## config.mk

```make
export PLATFORM = sky130hd
export DESIGN_NAME = quad_eval
export DESIGN_NICKNAME = d
export VERILOG_FILES = /design/src/rtl/quad_pkg.sv /design/src/rtl/quad_alu.sv /design/src/rtl/quad_opmux.sv /design/src/rtl/quad_ctrl.sv /design/src/rtl/quad_dpath.sv /design/src/rtl/quad_eval.sv
export SDC_FILE = /design/constraint.sdc
export NUM_CORES = 1
export LEC_CHECK = 0
export BUFFER_PORTS_ARGS = -buffer_cell sky130_fd_sc_hd__buf_2
export CORE_MARGIN = 4
export CORE_UTILIZATION = 60
export DETAILED_ROUTE_END_ITERATION = 8
export PLACE_DENSITY = 0.85
export SLEW_MARGIN = 5
export SYNTH_ARGS = -nofsm -noshare
export SYNTH_HDL_FRONTEND = slang
export SYNTH_SLANG_ARGS = --single-unit
```

## constraint.sdc

```tcl
create_clock -name clk -period 9.6 [get_ports clk]
set_clock_uncertainty 0.2 [all_clocks]
set_input_delay 1.44 -clock clk [delete_from_list [all_inputs] [get_ports clk]]
set_output_delay 1.44 -clock clk [all_outputs]
set_load 0.05 [all_outputs]
```

## src/rtl/quad_pkg.sv

```systemverilog
package quad_pkg;

    typedef enum logic [3:0] {
        ST_LA, ST_LA_W, ST_LB, ST_LB_W,
        ST_LC, ST_LC_W, ST_LX, ST_LX_W,
        ST_M0, ST_M1, ST_M2, ST_M3, ST_M4
    } state_e;

    localparam logic [1:0] SEL_A = 2'd0;
    localparam logic [1:0] SEL_B = 2'd1;
    localparam logic [1:0] SEL_C = 2'd2;
    localparam logic [1:0] SEL_X = 2'd3;

    localparam logic OP_ADD = 1'b0;
    localparam logic OP_MUL = 1'b1;

    localparam int NUM_PORTS = 2;

    typedef struct packed {
        logic       ld_a;
        logic       ld_b;
        logic       ld_c;
        logic       ld_x;
        logic       ld_r;
        logic       use_alu;
        logic [1:0] sel_p;
        logic [1:0] sel_q;
        logic       op;
    } ctl_t;

endpackage

```

## src/rtl/quad_alu.sv

```systemverilog
module quad_alu #(
    parameter int W = 8
) (
    input  logic [W-1:0] p,
    input  logic [W-1:0] q,
    input  logic         op,
    output logic [W-1:0] y
);
    import quad_pkg::*;

    localparam int PW = 2 * W;

    logic [PW-1:0] prod;
    logic [W-1:0]  sum;

    always_comb begin
        prod = PW'(p) * PW'(q);
        sum  = p + q;
        y    = (op == OP_MUL) ? prod[W-1:0] : sum;
    end

endmodule

```

## src/rtl/quad_opmux.sv

```systemverilog
module quad_opmux #(
    parameter int W = 8
) (
    input  logic [1:0]   sel,
    input  logic [W-1:0] a,
    input  logic [W-1:0] b,
    input  logic [W-1:0] c,
    input  logic [W-1:0] x,
    output logic [W-1:0] y
);
    import quad_pkg::*;

    always_comb begin
        case (sel)
            SEL_A:   y = a;
            SEL_B:   y = b;
            SEL_C:   y = c;
            default: y = x;
        endcase
    end

endmodule

```

## src/rtl/quad_ctrl.sv

```systemverilog
module quad_ctrl (
    input  logic            clk,
    input  logic            rst_n,
    input  logic            go,
    output quad_pkg::ctl_t  ctl
);
    import quad_pkg::*;

    typedef struct packed {
        state_e st;
    } cstate_t;

    cstate_t s_d, s_q;

    // next state
    always_comb begin
        s_d = s_q;
        case (s_q.st)
            ST_LA:   s_d.st = go ? ST_LA_W : ST_LA;
            ST_LA_W: s_d.st = go ? ST_LA_W : ST_LB;
            ST_LB:   s_d.st = go ? ST_LB_W : ST_LB;
            ST_LB_W: s_d.st = go ? ST_LB_W : ST_LC;
            ST_LC:   s_d.st = go ? ST_LC_W : ST_LC;
            ST_LC_W: s_d.st = go ? ST_LC_W : ST_LX;
            ST_LX:   s_d.st = go ? ST_LX_W : ST_LX;
            ST_LX_W: s_d.st = go ? ST_LX_W : ST_M0;
            ST_M0:   s_d.st = ST_M1;
            ST_M1:   s_d.st = ST_M2;
            ST_M2:   s_d.st = ST_M3;
            ST_M3:   s_d.st = ST_M4;
            default: s_d.st = ST_LA;
        endcase
    end

    // control decode: everything idle unless the state says otherwise
    always_comb begin
        ctl = '0;
        case (s_q.st)
            ST_LA: ctl.ld_a = 1'b1;
            ST_LB: ctl.ld_b = 1'b1;
            ST_LC: ctl.ld_c = 1'b1;
            ST_LX: ctl.ld_x = 1'b1;
            ST_M0: begin // B <- B*x
                ctl.ld_b = 1'b1; ctl.use_alu = 1'b1;
                ctl.sel_p = SEL_B; ctl.sel_q = SEL_X; ctl.op = OP_MUL;
            end
            ST_M1: begin // A <- A+B
                ctl.ld_a = 1'b1; ctl.use_alu = 1'b1;
                ctl.sel_p = SEL_A; ctl.sel_q = SEL_B; ctl.op = OP_ADD;
            end
            ST_M2: begin // B <- C*x
                ctl.ld_b = 1'b1; ctl.use_alu = 1'b1;
                ctl.sel_p = SEL_C; ctl.sel_q = SEL_X; ctl.op = OP_MUL;
            end
            ST_M3: begin // B <- B*x
                ctl.ld_b = 1'b1; ctl.use_alu = 1'b1;
                ctl.sel_p = SEL_B; ctl.sel_q = SEL_X; ctl.op = OP_MUL;
            end
            ST_M4: begin // R <- A+B
                ctl.ld_r = 1'b1;
                ctl.sel_p = SEL_A; ctl.sel_q = SEL_B; ctl.op = OP_ADD;
            end
            default: ;
        endcase
    end

    always_ff @(posedge clk) begin
        if (!rst_n) s_q <= '{st: ST_LA};
        else        s_q <= s_d;
    end

    assert_one_load_R2: assert property (@(posedge clk) disable iff (!rst_n)
        $onehot0({ctl.ld_a, ctl.ld_b, ctl.ld_c, ctl.ld_x, ctl.ld_r}));

    assert_wait_hold_R3: assert property (@(posedge clk) disable iff (!rst_n)
        ((s_q.st inside {ST_LA_W, ST_LB_W, ST_LC_W, ST_LX_W}) && go)
        |=> (s_q.st == $past(s_q.st)));

    assert_start_compute_R4: assert property (@(posedge clk) disable iff (!rst_n)
        (s_q.st == ST_LX_W && !go) |=> (s_q.st == ST_M0));

    assert_return_R6: assert property (@(posedge clk) disable iff (!rst_n)
        (s_q.st == ST_M4) |=> (s_q.st == ST_LA));

endmodule

```

## src/rtl/quad_dpath.sv

```systemverilog
module quad_dpath #(
    parameter int W = 8
) (
    input  logic           clk,
    input  logic           rst_n,
    input  quad_pkg::ctl_t ctl,
    input  logic [W-1:0]   din,
    output logic [W-1:0]   result
);
    import quad_pkg::*;

    typedef struct packed {
        logic [W-1:0] a;
        logic [W-1:0] b;
        logic [W-1:0] c;
        logic [W-1:0] x;
        logic [W-1:0] r;
    } regs_t;

    regs_t r_d, r_q;

    logic [1:0]   sel   [NUM_PORTS];
    logic [W-1:0] opnd  [NUM_PORTS];
    logic [W-1:0] alu_y;

    assign sel[0] = ctl.sel_p;
    assign sel[1] = ctl.sel_q;

    for (genvar i = 0; i < NUM_PORTS; i++) begin : g_port
        quad_opmux #(.W(W)) u_mux (
            .sel (sel[i]),
            .a   (r_q.a),
            .b   (r_q.b),
            .c   (r_q.c),
            .x   (r_q.x),
            .y   (opnd[i])
        );
    end

    quad_alu #(.W(W)) u_alu (
        .p  (opnd[0]),
        .q  (opnd[1]),
        .op (ctl.op),
        .y  (alu_y)
    );

    always_comb begin
        r_d = r_q;
        if (ctl.ld_a) r_d.a = ctl.use_alu ? alu_y : din;
        if (ctl.ld_b) r_d.b = ctl.use_alu ? alu_y : din;
        if (ctl.ld_c) r_d.c = din;
        if (ctl.ld_x) r_d.x = din;
        if (ctl.ld_r) r_d.r = alu_y;
    end

    always_ff @(posedge clk) begin
        if (!rst_n) r_q <= '0;
        else        r_q <= r_d;
    end

    assign result = r_q.r;

    assert_reset_clear_R1: assert property (@(posedge clk)
        !rst_n |=> (r_q.r == '0));

    assert_result_hold_R5: assert property (@(posedge clk) disable iff (!rst_n)
        !ctl.ld_r |=> $stable(r_q.r));

    assert_c_kept_R2: assert property (@(posedge clk) disable iff (!rst_n)
        !ctl.ld_c |=> $stable(r_q.c));

    assert_x_kept_R2: assert property (@(posedge clk) disable iff (!rst_n)
        !ctl.ld_x |=> $stable(r_q.x));

endmodule

```

## src/rtl/quad_eval.sv

```systemverilog
module quad_eval #(
    parameter int DATA_W = 8
) (
    input  logic              clk,
    input  logic              rst_n,
    input  logic              go,
    input  logic [DATA_W-1:0] din,
    output logic [DATA_W-1:0] result
);
    import quad_pkg::*;

    ctl_t ctl;

    quad_ctrl u_ctrl (
        .clk   (clk),
        .rst_n (rst_n),
        .go    (go),
        .ctl   (ctl)
    );

    quad_dpath #(.W(DATA_W)) u_dpath (
        .clk    (clk),
        .rst_n  (rst_n),
        .ctl    (ctl),
        .din    (din),
        .result (result)
    );

endmodule

```

After elaboration in Yosys (flattened, before gate mapping)

Index checks and enable logic that the tools add are counted.

Flip-flop bits (word level): 44
Input bits: 11
Output and inout port bits: 8
Word-level logic and storage cells: 52

$add $sub $neg: 1
$mul: 1
Equality and inequality tests: 16
Mux-type cells: 20
Reduce and logical (&&, ||, !) cells: 8

Operator list:

| operator             | number |
|---|---|
| $pmux W4 S12         | 1 |
| $pmux W8 S3          | 2 |
| $eq A4 B4 Y1 const B | 5 |
| $eq A4 B3 Y1 const B | 4 |
| $mux W8              | 2 |
| $pmux W5 S3          | 1 |
| $mux W1              | 10 |
| $add A8 B8 Y8        | 1 |
| $eq A4 B2 Y1 const B | 2 |
| $mul A8 B8 Y8        | 1 |
| $reduce_or A4 Y1     | 2 |
| $reduce_or A2 Y1     | 3 |
| $eq A2 B1 Y1 const B | 2 |
| $eq A2 B2 Y1 const B | 2 |
| $eq A4 B1 Y1 const B | 1 |
| $logic_not A2 Y1     | 2 |
| $logic_not A4 Y1     | 1 |
| $mux W2              | 2 |
| $mux W4              | 1 |
| $mux W3              | 1 |

Longest topological paths before layout

Gate-level depths: netlist of run 1.

Depth after elaboration: 8
Gate-level depth with buffers: 23
Mapped depth without buffers: 21

Hierarchy

A second synthesis of run 1 with hierarchy kept.

Cell total of the unflattened synthesis: 363
Area, all modules: 3475.8 µm²

Modules (own cells, without submodules):

| module     | instances | cells an instance | area each (µm²) | seq. area each (µm²) |
|---|---|---|---|---|
| quad_dpath | 1         | 146               | 1567.8          | 800.8 |
| quad_alu   | 1         | 158               | 1241.2          | 0.0 |
| quad_opmux | 2         | 10                | 196.4           | 0.0 |
| quad_ctrl  | 1         | 39                | 274.0           | 80.1 |

Worst setup path before layout of run 1

Ideal clock, no wire load.

Path kind: register to register
Start point: register u_ctrl.s_q[2] (netlist name)
End point: register u_dpath.r_q[31] (netlist name)
Setup time: 0.069 ns
Arrival: 4.953 ns
Data required time: 9.331 ns
Slack: 4.378 ns
Stages on the path, launching flop included: 22
Period minus slack after synthesis: 5.222 ns
Path through: dfxtp_1 -> buf_2 -> nand2b_1 -> clkbuf_1 -> nor2_1 -> a221oi_1 -> inv_1 -> ha_1 -> fa_1 -> fa_1 -> ha_1 -> inv_1 -> fa_1 -> inv_1 -> ha_1 -> a21o_1 -> a21oi_1 -> xnor2_1 -> xnor2_1 -> xnor2_1 -> xnor3_1 -> o21ai_1

Cells in the longest elaborated chain, start to end: 8

Ends and longest elaborated chain:

| element                                        | line                           | RTL |
|---|---|---|
| start: declaration                             | quad_ctrl.sv:13                | `cstate_t s_d, s_q;` |
| start signal: assignment                       | quad_ctrl.sv:68                | `if (!rst_n) s_q <= '{st: ST_LA};` |
| $eq A4 B4 Y1                                   | quad_ctrl.sv:38                | `case (s_q.st)` |
| $reduce_or A2 Y1 (no line)                     | n/a                            |  |
| $pmux W5 S3                                    | quad_ctrl.sv:38                |  |
| $eq A2 B2 Y1, or another cell as far along     | quad_opmux.sv:14               | `case (sel)` |
| $pmux W8 S3                                    | quad_opmux.sv:14               |  |
| $mul A8 B8 Y8 or $add A8 B8 Y8 (tied branches) | quad_alu.sv:17, quad_alu.sv:18 |  |
| $mux W8                                        | quad_alu.sv:19                 | `y = (op == OP_MUL) ? prod[W-1:0] : sum;` |
| $mux W8                                        | quad_dpath.sv:50               | `if (ctl.ld_b) r_d.b = ctl.use_alu ? alu_y : din;` |
| end signal: assignment                         | quad_dpath.sv:58               | `else r_q <= r_d;` |
| end: declaration                               | quad_dpath.sv:20               | `regs_t r_d, r_q;` |

Parallel ways exist; a longest one is shown, timed or not.
A chain may end at the register's enable or synchronous reset.

Worst setup path after layout of run 1

Start point: register u_ctrl.s_q[1] (netlist name)
End point: register u_dpath.r_q[31] (netlist name)

The elaborated chain is that of the path after synthesis.

==> results.json, run 1 <==
{
  "xor_xnor_share_of_the_synthesized_area_pct": 5.80,
  "start_util_pct": 61.8,
  "synth_compound_area_share_pct": 19.3,
  "num_vias": 3025,
  "gr-usage-all-layers_pct": 24.5,
  "finalNonFillerCells": 507,
  "setup_viol": 0,
  "cts_made_buffers": 5,
  "critical-path-slowest-cell": "dfxtp_1",
  "cts_tree": "yes",
  "wire_length_of_the_first_global_routing_pass_um": 13900,
  "p_int_mw": 0.325,
  "p_sw_share_pct": 28.0,
  "first_global_vias": 2883,
  "htreeDepth": 2,
  "criticalPathCategory": "reg2reg",
  "area_of_the_die_um2": 6950,
  "place.port_buffers": 18,
  "fraction_of_the_mapped_netlist_area_in_simple_logic_gates_pct": 20.7,
  "violation_count_after_the_first_detailed_route_iteration": 363,
  "cts_buffer_depth": 2,
  "path_clk_slew_ns": 0.09,
  "via_count_normalized_by_instance_count": 5.97,
  "grt_start_max_net_pins": 48,
  "cts.repair_timing.setup_buffer_count": 0,
  "die_y_um": 83.3,
  "mean_area_per_synthesized_cell_um2": 7.94,
  "routedWlPerCell_um": 16.4,
  "worst-endpoint-arrival_ns": 6.11,
  "synth_seq_cells": 44,
  "syn_area_um2": 3410,
  "layout_worst_path_cycle_share_pct": 63.1,
  "critPathRequiredTime_ns": 9.65,
  "timing.critical_path.to_type": "register",
  "combPwrFrac_pct": 19.9,
  "max_cap_violations": 0,
  "min_period_ns": 6.06,
  "synth-seq-area-share_pct": 25.9,
  "insertion_delay_ns": 0.31,
  "hold_path.class": "reg2reg",
  "placedCellCount": 500,
  "finalWeightedCongestion": 1.01,
  "timing_hold_violations_final": 0,
  "synthAdderAreaFrac_pct": 16.1,
  "share_of_async_settable_or_async_resettable_flops_after_synthesis_pct": 0,
  "path_max_fanout": 18,
  "dp.final_hpwl_um": 6400,
  "drt-pass1-iter-count": 8,
  "core.rowCount": 27,
  "die-width_um": 83.3,
  "tritoncts_num_sinks": 44,
  "p_switching_mw": 0.126,
  "timing.critical_path.from_type": "register",
  "drive_gt1_share_pct": 8.28,
  "status": "completed",
  "muxShareOfSynthArea_pct": 5.51,
  "number_of_distinct_library_cell_variants_in_the_gate_level_netlist_after_synthesis": 44,
  "ys.flop_type": "dfxtp_1",
  "routed_wl_um": 8310,
  "clkPwrFrac_pct": 37.3,
  "fill_cells": 479,
  "flow.area_growth_from_synthesis_pct": 7.05,
  "fp.coreArea_um2": 5510,
  "worstMarginPinSlew_ns": 0.959,
  "power_frac_seq_pct": 42.8,
  "power.density_cell_area_nw_per_um2": 124,
  "fin_nets": 482,
  "fmaxAchievable_mhz": 165,
  "drc_errors": 0,
  "synth_top_family_by_area": "simple AND/OR/NAND/NOR gates",
  "cts.repair.resized": 0,
  "timing.max_slew.rel_slack_pct": 35.6,
  "holdBufCountCts": 0,
  "synth.net_count": 476,
  "maximum_vdd_ir_drop_uv": 114,
  "timing.critical_path.cells": "nor2b_1, nand2b_1, a221oi_1, inv_1, ha_1, fa_1, fa_1, ha_1, inv_1, fa_1, inv_1, ha_1, a21o_1, a21oi_1, xnor2_1, xnor2_1, xnor2_1, xnor3_1, o21ai_1",
  "synth_enable_flop_cells": 0,
  "antenna_found_initial": 0,
  "rsz0062_at_grt": "no",
  "ioPinCount": 19,
  "final_slew_viol_count": 0,
  "diodes": 0,
  "crit_path_max_incr_delay_ns": 0.72,
  "power.static_leakage_nw": 1.67,
  "postSynthCellCount": 429,
  "drtAntennaViolNets": 0,
  "grt.overflow.total": 0,
  "clockRootBuffer": "clkbuf_8",
  "ys_warn_count": 0,
  "totalNegativeSetupSlack_ns": 0
}
==> power by group through the flow <==
stage | combinational (mW) | sequential (mW) | clock [mW]
2_1_floorplan | 0.0672 | 0.194 | 0
3_3_place_gp | 0.0856 | 0.197 | 0
3_5_place_dp | 0.0884 | 0.197 | 0
4_1_cts | 0.0891 | 0.193 | 0.168
5_1_grt | 0.100 | 0.194 | 0.178
6_report | 0.0897 | 0.193 | 0.168
==> flip-flops by register name, summed over array words and instances, names as in the netlist <==
register	flops
u_dpath.r_q	32
u_ctrl.s_q	4
u_dpath.result	8
==> final timing paths <==
| path | startpoint | slack, ns | endpoint | cells past startpoint |
|---|---|---|---|---|
| max | u_ctrl.s_q[1] | 3.54 | u_dpath.r_q[31] | 19 |
| min | u_dpath.r_q[13] | 0.28 | u_dpath.r_q[13] | 2 |
| max reg2reg | u_ctrl.s_q[1] | 3.54 | u_dpath.r_q[31] | 19 |
| min reg2reg | u_dpath.r_q[13] | 0.28 | u_dpath.r_q[13] | 2 |
==> area by class of cell <==
cell class                 count  area, um^2  share of cell area [%]
multi-input combinational    325        2290                    62.9
sequential                    44         881                    24.2
inverter                      39         146                    4.02
timing repair buffer          20         105                    2.88
tap                           72        90.1                    2.47
clock buffer                   5        68.8                    1.89
clock inverter                 2        60.1                    1.65
==> layout by cell type (no fill, tap or decap), types with 3 or more instances in the layout <==
| master | Yosys | layout |
|---|---|---|
| o22ai_1 | 8 | 8 |
| ha_1 | 23 | 23 |
| inv_1 | 39 | 39 |
| fa_1 | 13 | 13 |
| o211a_1 | 7 | 7 |
| xor2_1 | 4 | 4 |
| or3_1 | 3 | 3 |
| nand2_1 | 75 | 75 |
| mux2i_1 | 12 | 12 |
| xnor2_1 | 16 | 16 |
| a21o_1 | 3 | 3 |
| nand2b_1 | 6 | 6 |
| and2_1 | 6 | 6 |
| nand3_1 | 4 | 4 |
| a21boi_0 | 21 | 21 |
| clkbuf_8 | 0 | 5 |
| a22oi_1 | 3 | 3 |
| mux2_2 | 6 | 6 |
| nor3_1 | 4 | 4 |
| o21ai_0 | 23 | 23 |
| nor2_1 | 30 | 30 |
| o21ai_1 | 3 | 3 |
| nor2b_1 | 19 | 19 |
| a21oi_1 | 10 | 10 |
| dfxtp_1 | 44 | 44 |
| buf_2 | 4 | 18 |
| a22o_1 | 4 | 4 |
==> metal layers <==
metal  vias to the layer above  wire [um]  global-route usage (%)
li1                       1441          -                       -
met1                      1426       3510                    33.4
met2                       132       3860                    39.4
met3                        26        728                    4.46
met4                         0        214                    7.73
met5                         -          0                       0
==> synthesized netlist by cell type (6+ instances only) <==
library cell	number	share of area [%]
nor2_1	30	3.3
o211a_1	7	2.1
o21ai_0	23	3.4
nand2_1	75	8.3
o22ai_1	8	1.5
inv_1	39	4.3
ha_1	23	8.4
and2_1	6	1.1
mux2i_1	12	3.5
clkbuf_1	15	1.7
a21oi_1	10	1.5
dfxtp_1	44	26
nor2b_1	19	3.5
mux2_2	6	2.0
xnor2_1	16	4.1
nand2b_1	6	1.1
fa_1	13	7.6
a21boi_0	21	4.6
==> worst max-delay path, delay by kind of cell (launching register included) <==
| kind | cells | cell delay, ns |
|---|---|---|
| adder cells (fa/ha/maj) | 6 | 2.38 |
| AO/OA/AOI/OAI | 4 | 1.16 |
| flip-flops | 1 | 0.72 |
| XOR/XNOR | 4 | 0.67 |
| AND/OR/NAND/NOR | 2 | 0.58 |
| buffers and inverters | 3 | 0.28 |
==> cell families after synthesis <==
| logic type | Yosys count |
|---|---|
| xor gates and xnor gates | 21 |
| DFF | 44 |
| muxes | 18 |
| and+or+nand+nor | 154 |
| buffers and inverters | 60 |
| AOI/OAI and AO/OA | 96 |
| adders and majority gates | 36 |
==> metrics by stage <==
stage / area, um^2 / hold slack [ns] / worst slack (ns) / utilization [%] / total power, mW
6_report: 3650 / 0.275 / 3.54 / 66.2 / 0.451
5_1_grt: 3650 / 0.296 / 3.11 / 66.2 / 0.472
4_1_cts: 3650 / 0.277 / 3.60 / 66.2 / 0.450
3_5_place_dp: 3520 / 0.262 / 3.64 / 63.9 / 0.285
3_3_place_gp: 3520 / 0.257 / 3.84 / 63.9 / 0.283
2_1_floorplan: 3410 / 0.239 / 4.38 / - / 0.261
(Power assumes the default switching activity.)
==> run 2, diff against run 1 <==
--- a/config.mk
+++ b/config.mk
@@ -7,9 +7,9 @@
 export LEC_CHECK = 0
 export BUFFER_PORTS_ARGS = -buffer_cell sky130_fd_sc_hd__buf_2
 export CORE_MARGIN = 4
-export CORE_UTILIZATION = 60
+export CORE_UTILIZATION = 56
 export DETAILED_ROUTE_END_ITERATION = 8
-export PLACE_DENSITY = 0.85
+export PLACE_DENSITY = 0.83
 export SLEW_MARGIN = 5
 export SYNTH_ARGS = -nofsm -noshare
 export SYNTH_HDL_FRONTEND = slang
==> constraint.sdc (replaced) <==
create_clock -name clk -period 5.5 [get_ports clk]
set_clock_uncertainty 0.2 [all_clocks]
set_input_delay 0.825 -clock clk [delete_from_list [all_inputs] [get_ports clk]]
set_output_delay 0.825 -clock clk [all_outputs]
set_load 0.05 [all_outputs]
==> run 2 against run 1 <==
  * Core utilization down 2.1 points
  * Die area grew 6.4%
  * Via count increased by 0.40%
  * Sequential power is 74% higher
==> results.json, run 2 (synthesis results as in run 1) <==
{
  "status": "completed",
  "antenna_found_initial": 0,
  "totalNegativeSetupSlack_ns": 0,
  "largest-register": "u_dpath.r_q",
  "final_slew_viol_count": 0,
  "grt.overflow.total": 0,
  "drc_errors": 0,
  "worst-endpoint-arrival_ns": 5.26,
  "path_clk_slew_ns": 0.10,
  "clockRootBuffer": "clkbuf_8",
  "drtAntennaViolNets": 0,
  "place.port_buffers": 18,
  "cts.repair.resized": 0,
  "wire_length_of_the_first_global_routing_pass_um": 14900,
  "power.static_leakage_nw": 1.74,
  "fp.coreArea_um2": 5920,
  "drt-pass1-iter-count": 5,
  "area_of_the_die_um2": 7390,
  "commonest_non_fill_non_tap_cell_in_the_layout": "nand2_1",
  "hold_path.class": "reg2reg",
  "criticalPathCategory": "reg2reg",
  "via_count_normalized_by_instance_count": 5.76,
  "path_max_fanout": 18,
  "layout_worst_path_cycle_share_pct": 94.7,
  "maximum_vdd_ir_drop_uv": 194,
  "htreeDepth": 2,
  "critical-path-slowest-cell": "fa_1",
  "tritoncts_num_sinks": 44,
  "routed_wl_um": 9080,
  "total_power_mw": 0.772,
  "num_vias": 3037,
  "cts_made_buffers": 5,
  "finalWeightedCongestion": 0.985,
  "rsz0062_at_grt": "no",
  "crit_path_max_incr_delay_ns": 0.55,
  "crit_path_frequent_cell": "inv_1",
  "die-width_um": 86.0,
  "flow.area_growth_from_synthesis_pct": 11.4,
  "timing.critical_path.from_type": "register",
  "holdBufCountCts": 0,
  "core.rowCount": 28,
  "fmaxAchievable_mhz": 192,
  "setup_viol": 0,
  "timing.critical_path.cells": "nor2b_2, buf_6, mux2i_1, mux2_2, inv_1, ha_1, inv_1, fa_1, inv_1, ha_1, fa_1, inv_1, fa_1, inv_1, ha_1, a21oi_1, xnor2_1, xnor2_1, xnor2_1, xnor3_1, o21ai_1",
  "timing_hold_violations_final": 0,
  "diodes": 0,
  "timing.max_slew.rel_slack_pct": 41.2,
  "violation_count_after_the_first_detailed_route_iteration": 241,
  "power.density_cell_area_nw_per_um2": 203,
  "first_global_vias": 3070,
  "routedWlPerCell_um": 17.2,
  "ioPinCount": 19,
  "layout_common_cells": "nand2_1 (75), dfxtp_1 (40), inv_1 (39)",
  "dp.final_hpwl_um": 7070,
  "cts_tree": "yes",
  "fill_cells": 520,
  "gr-usage-all-layers_pct": 25.7,
  "timing.critical_path.to_type": "register",
  "insertion_delay_ns": 0.30,
  "worstMarginPinSlew_ns": 0.876,
  "critPathRequiredTime_ns": 5.55,
  "cts_buffer_depth": 2,
  "min_period_ns": 5.21,
  "cts.repair_timing.setup_buffer_count": 0,
  "fin_nets": 498,
  "max_cap_violations": 0,
  "largest_register_ffs": 32,
  "start_util_pct": 57.5,
  "grt_start_max_net_pins": 48,
  "finalHoldWorstSlack_ns": 0.271,
  "drive_gt1_share_pct": 13.5,
  "die_y_um": 86.0
}
-- run 2: changes by cell type in the layout (fill, tap and decap cells not counted), sizes merged --
cell / before / now
bufinv: 2 / 1
buf: 20 / 36
clkinvlp: 0 / 1
inv: 39 / 40
-- run 2: metal layers --
metal | global-route usage (%) | share of wire, %
met1 | 34.4 | 43
met3 | 4.42 | 6.9
met4 | 6.33 | 1.5
met2 | 42.9 | 49
met5 | 0 | 0
-- run 2: worst paths after layout --
path	to	start	slack [ns]	depth (start not counted)
min reg2reg	u_dpath.r_q[8]	u_dpath.r_q[8]	0.27	2
max reg2reg	u_dpath.r_q[31]	u_ctrl.s_q[3]	0.29	21
min	u_dpath.r_q[8]	u_dpath.r_q[8]	0.27	2
max	u_dpath.r_q[31]	u_ctrl.s_q[3]	0.29	21
-- run 2: metrics by stage --
step                      instance area, um^2  instances  utilization (%)  worst slack [ns]
after floorplan                          3410        429                -             0.278
after global placement                   3640        519             61.5             0.281
after detailed placement                 3640        519             61.5             0.142
after CTS                                3760        527             63.4            0.0863
after global routing                     3790        527             64.1            0.0158
final                                    3790        527             64.1             0.290
-- run 2: cell type report --
cell class / instances / area (um^2) / area share [%]
Timing Repair Buffer: 36 / 229 / 6.03
Sequential cell: 44 / 886 / 23.3
Multi-Input combinational cell: 325 / 2320 / 61.3
Clock buffer: 5 / 68.8 / 1.81
Clock inverter: 3 / 46.3 / 1.22
Inverter: 39 / 146 / 3.86
Tap cell: 75 / 93.8 / 2.47
-- run 2: critical path, delay by kind of cell (launching register included) --
| family | cells | cell delay [ns] |
|---|---|---|
| AOI/OAI and AO/OA | 2 | 0.29 |
| xor gates and xnor gates | 4 | 0.69 |
| adders and majority gates | 6 | 2.38 |
| buffers and inverters | 6 | 0.53 |
| DFF | 1 | 0.42 |
| muxes | 2 | 0.39 |
| and+or+nand+nor | 1 | 0.26 |
-- run 2: report_power, final --
group | internal, mW | switching [mW] | total, mW
combinational | 0.0701 | 0.101 | 0.171
clock | 0.137 | 0.127 | 0.265
sequential | 0.327 | 0.00956 | 0.336
==> run 3, diff against run 2 <==
--- a/config.mk
+++ b/config.mk
@@ -5,6 +5,7 @@
 export SDC_FILE = /design/constraint.sdc
 export NUM_CORES = 1
 export LEC_CHECK = 0
+export ABC_AREA = 1
 export BUFFER_PORTS_ARGS = -buffer_cell sky130_fd_sc_hd__buf_2
 export CORE_MARGIN = 4
 export CORE_UTILIZATION = 56
==> run 3 against run 2 <==
  * Critical path type unchanged
  * Sequential share of layout area is 1.6 points lower
  * Core utilization grew 0.69 points
  * Area after synthesis is 6.1% higher
  * Sequential power is essentially flat
  * Critical path depth is 12 higher
  * Die area up 5.5%
  * Final cell count up 27%
  * Total power rose by 2.8%
  * Combinational power rose by 37%
==> results.json, run 3 <==
{
  "xor_xnor_share_of_the_synthesized_area_pct": 0.970,
  "synth-seq-area-share_pct": 24.4,
  "synth_most_common_cell": "nand2_1",
  "core.rowCount": 29,
  "drc_errors": 0,
  "path_clk_slew_ns": 0.09,
  "max_cap_violations": 0,
  "cp.buffers_inverters": 9,
  "synthAdderAreaFrac_pct": 15.2,
  "antenna_found_initial": 0,
  "insertion_delay_ns": 0.32,
  "commonest_non_fill_non_tap_cell_in_the_layout": "nand2_1",
  "grt_start_max_net_pins": 38,
  "cts_made_buffers": 5,
  "status": "completed",
  "netlist.area_leader.share_pct": 24.4,
  "syn_area_um2": 3610,
  "first_global_vias": 3374,
  "fp.coreArea_um2": 6310,
  "synth.top_cells.by_area": "dfxtp_1 (24%), nand2_1 (14%), inv_1 (10%)",
  "fraction_of_the_mapped_netlist_area_in_simple_logic_gates_pct": 30.9,
  "min_period_ns": 5.20,
  "holdBufCountCts": 0,
  "ys_warn_count": 0,
  "cts_buffer_depth": 2,
  "synth.top_cells.by_count": "nand2_1 (134), inv_1 (100), nor2_1 (63), o21ai_0 (47), dfxtp_1 (44)",
  "via_count_normalized_by_instance_count": 5.45,
  "largest-register": "u_dpath.r_q",
  "area_of_the_die_um2": 7800,
  "ys.flop_type": "dfxtp_1",
  "start_util_pct": 57.2,
  "top_delay_family_on_crit_path": "adder cells",
  "clockRootBuffer": "clkbuf_8",
  "finalWeightedCongestion": 0.993,
  "number_of_distinct_library_cell_variants_in_the_gate_level_netlist_after_synthesis": 39,
  "final_slew_viol_count": 0,
  "maximum_vdd_ir_drop_uv": 177,
  "gr-usage-all-layers_pct": 25.6,
  "fin_nets": 638,
  "place.port_buffers": 18,
  "wire_length_of_the_first_global_routing_pass_um": 15700,
  "die-width_um": 88.3,
  "hold_path.class": "reg2reg",
  "finalHoldWorstSlack_ns": 0.290,
  "share_of_async_settable_or_async_resettable_flops_after_synthesis_pct": 0,
  "tritoncts_num_sinks": 44,
  "htreeDepth": 2,
  "drt-pass1-iter-count": 5,
  "timing_hold_violations_final": 0,
  "critPathRequiredTime_ns": 5.52,
  "synth.net_count": 605,
  "criticalPathCategory": "reg2reg",
  "power.density_cell_area_nw_per_um2": 194,
  "timing.critical_path.to_type": "register",
  "synth_compound_area_share_pct": 15.3,
  "crit_path_max_incr_delay_ns": 0.55,
  "die_y_um": 88.3,
  "drtAntennaViolNets": 0,
  "routed_wl_um": 9510,
  "synth_enable_flop_cells": 0,
  "num_vias": 3645,
  "power.static_leakage_nw": 2.16,
  "muxShareOfSynthArea_pct": 0,
  "dp.final_hpwl_um": 7390,
  "fmaxAchievable_mhz": 192,
  "worst-endpoint-arrival_ns": 5.21,
  "diodes": 0,
  "drive_gt1_share_pct": 16.6,
  "synth_seq_cells": 44,
  "violation_count_after_the_first_detailed_route_iteration": 274,
  "synth_top_family_by_area": "simple AND/OR/NAND/NOR gates",
  "setup_viol": 0,
  "largest_register_ffs": 32,
  "worstMarginPinSlew_ns": 0.872,
  "critical-path-slowest-cell": "fa_1",
  "path_max_fanout": 8,
  "layout_common_cells": "nand2_1 (130), inv_1 (99), nor2_1 (62)",
  "grt.overflow.total": 0,
  "cts_tree": "yes",
  "mean_area_per_synthesized_cell_um2": 6.48,
  "totalNegativeSetupSlack_ns": 0,
  "postSynthCellCount": 558,
  "timing.critical_path.from_type": "register",
  "flow.area_growth_from_synthesis_pct": 13.2,
  "timing.max_slew.rel_slack_pct": 41.7,
  "ioPinCount": 19,
  "layout_worst_path_cycle_share_pct": 94.5,
  "synthDominantAreaCellType": "dfxtp_1",
  "routedWlPerCell_um": 14.2
}
-- run 3: per-stage QoR --
| step | setup slack, ns | cell area, um^2 | total power, mW | std cells | utilization (%) |
|---|---|---|---|---|---|
| 2_1_floorplan | 0.480 | 3610 | 0.503 | 558 | - |
| 3_3_place_gp | 0.200 | 3830 | 0.551 | 653 | 60.6 |
| 3_5_place_dp | 0.0737 | 3830 | 0.558 | 653 | 60.6 |
| 4_1_cts | 0.0417 | 3920 | 0.775 | 661 | 62.1 |
| 5_1_grt | -0.00806 | 4090 | 0.844 | 669 | 64.8 |
| 6_report | 0.304 | 4090 | 0.793 | 669 | 64.8 |
-- run 3: final cells by class --
| cell class | instances | area, um^2 |
|---|---|---|
| Multi-Input combinational cell | 391 | 2350 |
| Inverter | 111 | 417 |
| Sequential cell | 44 | 891 |
| Clock inverter | 3 | 26.3 |
| Tap cell | 77 | 96.3 |
| Timing Repair Buffer | 38 | 240 |
| Fill cell | 587 | 2220 |
| Clock buffer | 5 | 68.8 |
-- run 3: tightest hold or removal path, cell delays in order (launching register included) --
cell	delay (ns)
dfxtp_1	0.31
inv_1	0.07
a21oi_1	0.07
-- run 3: timing repair --
| action | 4_1_cts | 5_1_grt |
|---|---|---|
| buffers inserted | 0 | 8 |
| gates resized for setup | 0 | 28 |
| endpoints found under the setup margin | 0 | 3 |
-- run 3: power breakdown --
part           switching, mW  internal (mW)
registers            0.00877          0.328
clock network          0.127         0.0935
logic                  0.147         0.0881
-- run 3: per-layer routing --
metal / global-route usage, % / part of all wire, % / routed length [um] / vias to the layer above
li1: - / - / - / 1805
met1: 32.7 / 43 / 4050 / 1658
met2: 43.2 / 47 / 4460 / 155
met3: 4.47 / 7.7 / 734 / 27
met4: 9.48 / 2.8 / 263 / 0
met5: 0 / 0 / 0 / -
-- run 3: kinds of logic after synthesis --
logic type / count (synthesis)
DFF: 44
and+or+nand+nor: 253
xor gates and xnor gates: 4
buffers and inverters: 123
adders and majority gates: 36
AOI/OAI and AO/OA: 98
-- run 3: worst paths after layout --
path	startpoint	to	slack [ns]	cells past startpoint
max reg2reg	u_ctrl.s_q[3]	u_dpath.r_q[39]	0.30	33
min	u_dpath.r_q[15]	u_dpath.r_q[15]	0.29	2
max	u_ctrl.s_q[3]	u_dpath.r_q[39]	0.30	33
min reg2reg	u_dpath.r_q[15]	u_dpath.r_q[15]	0.29	2
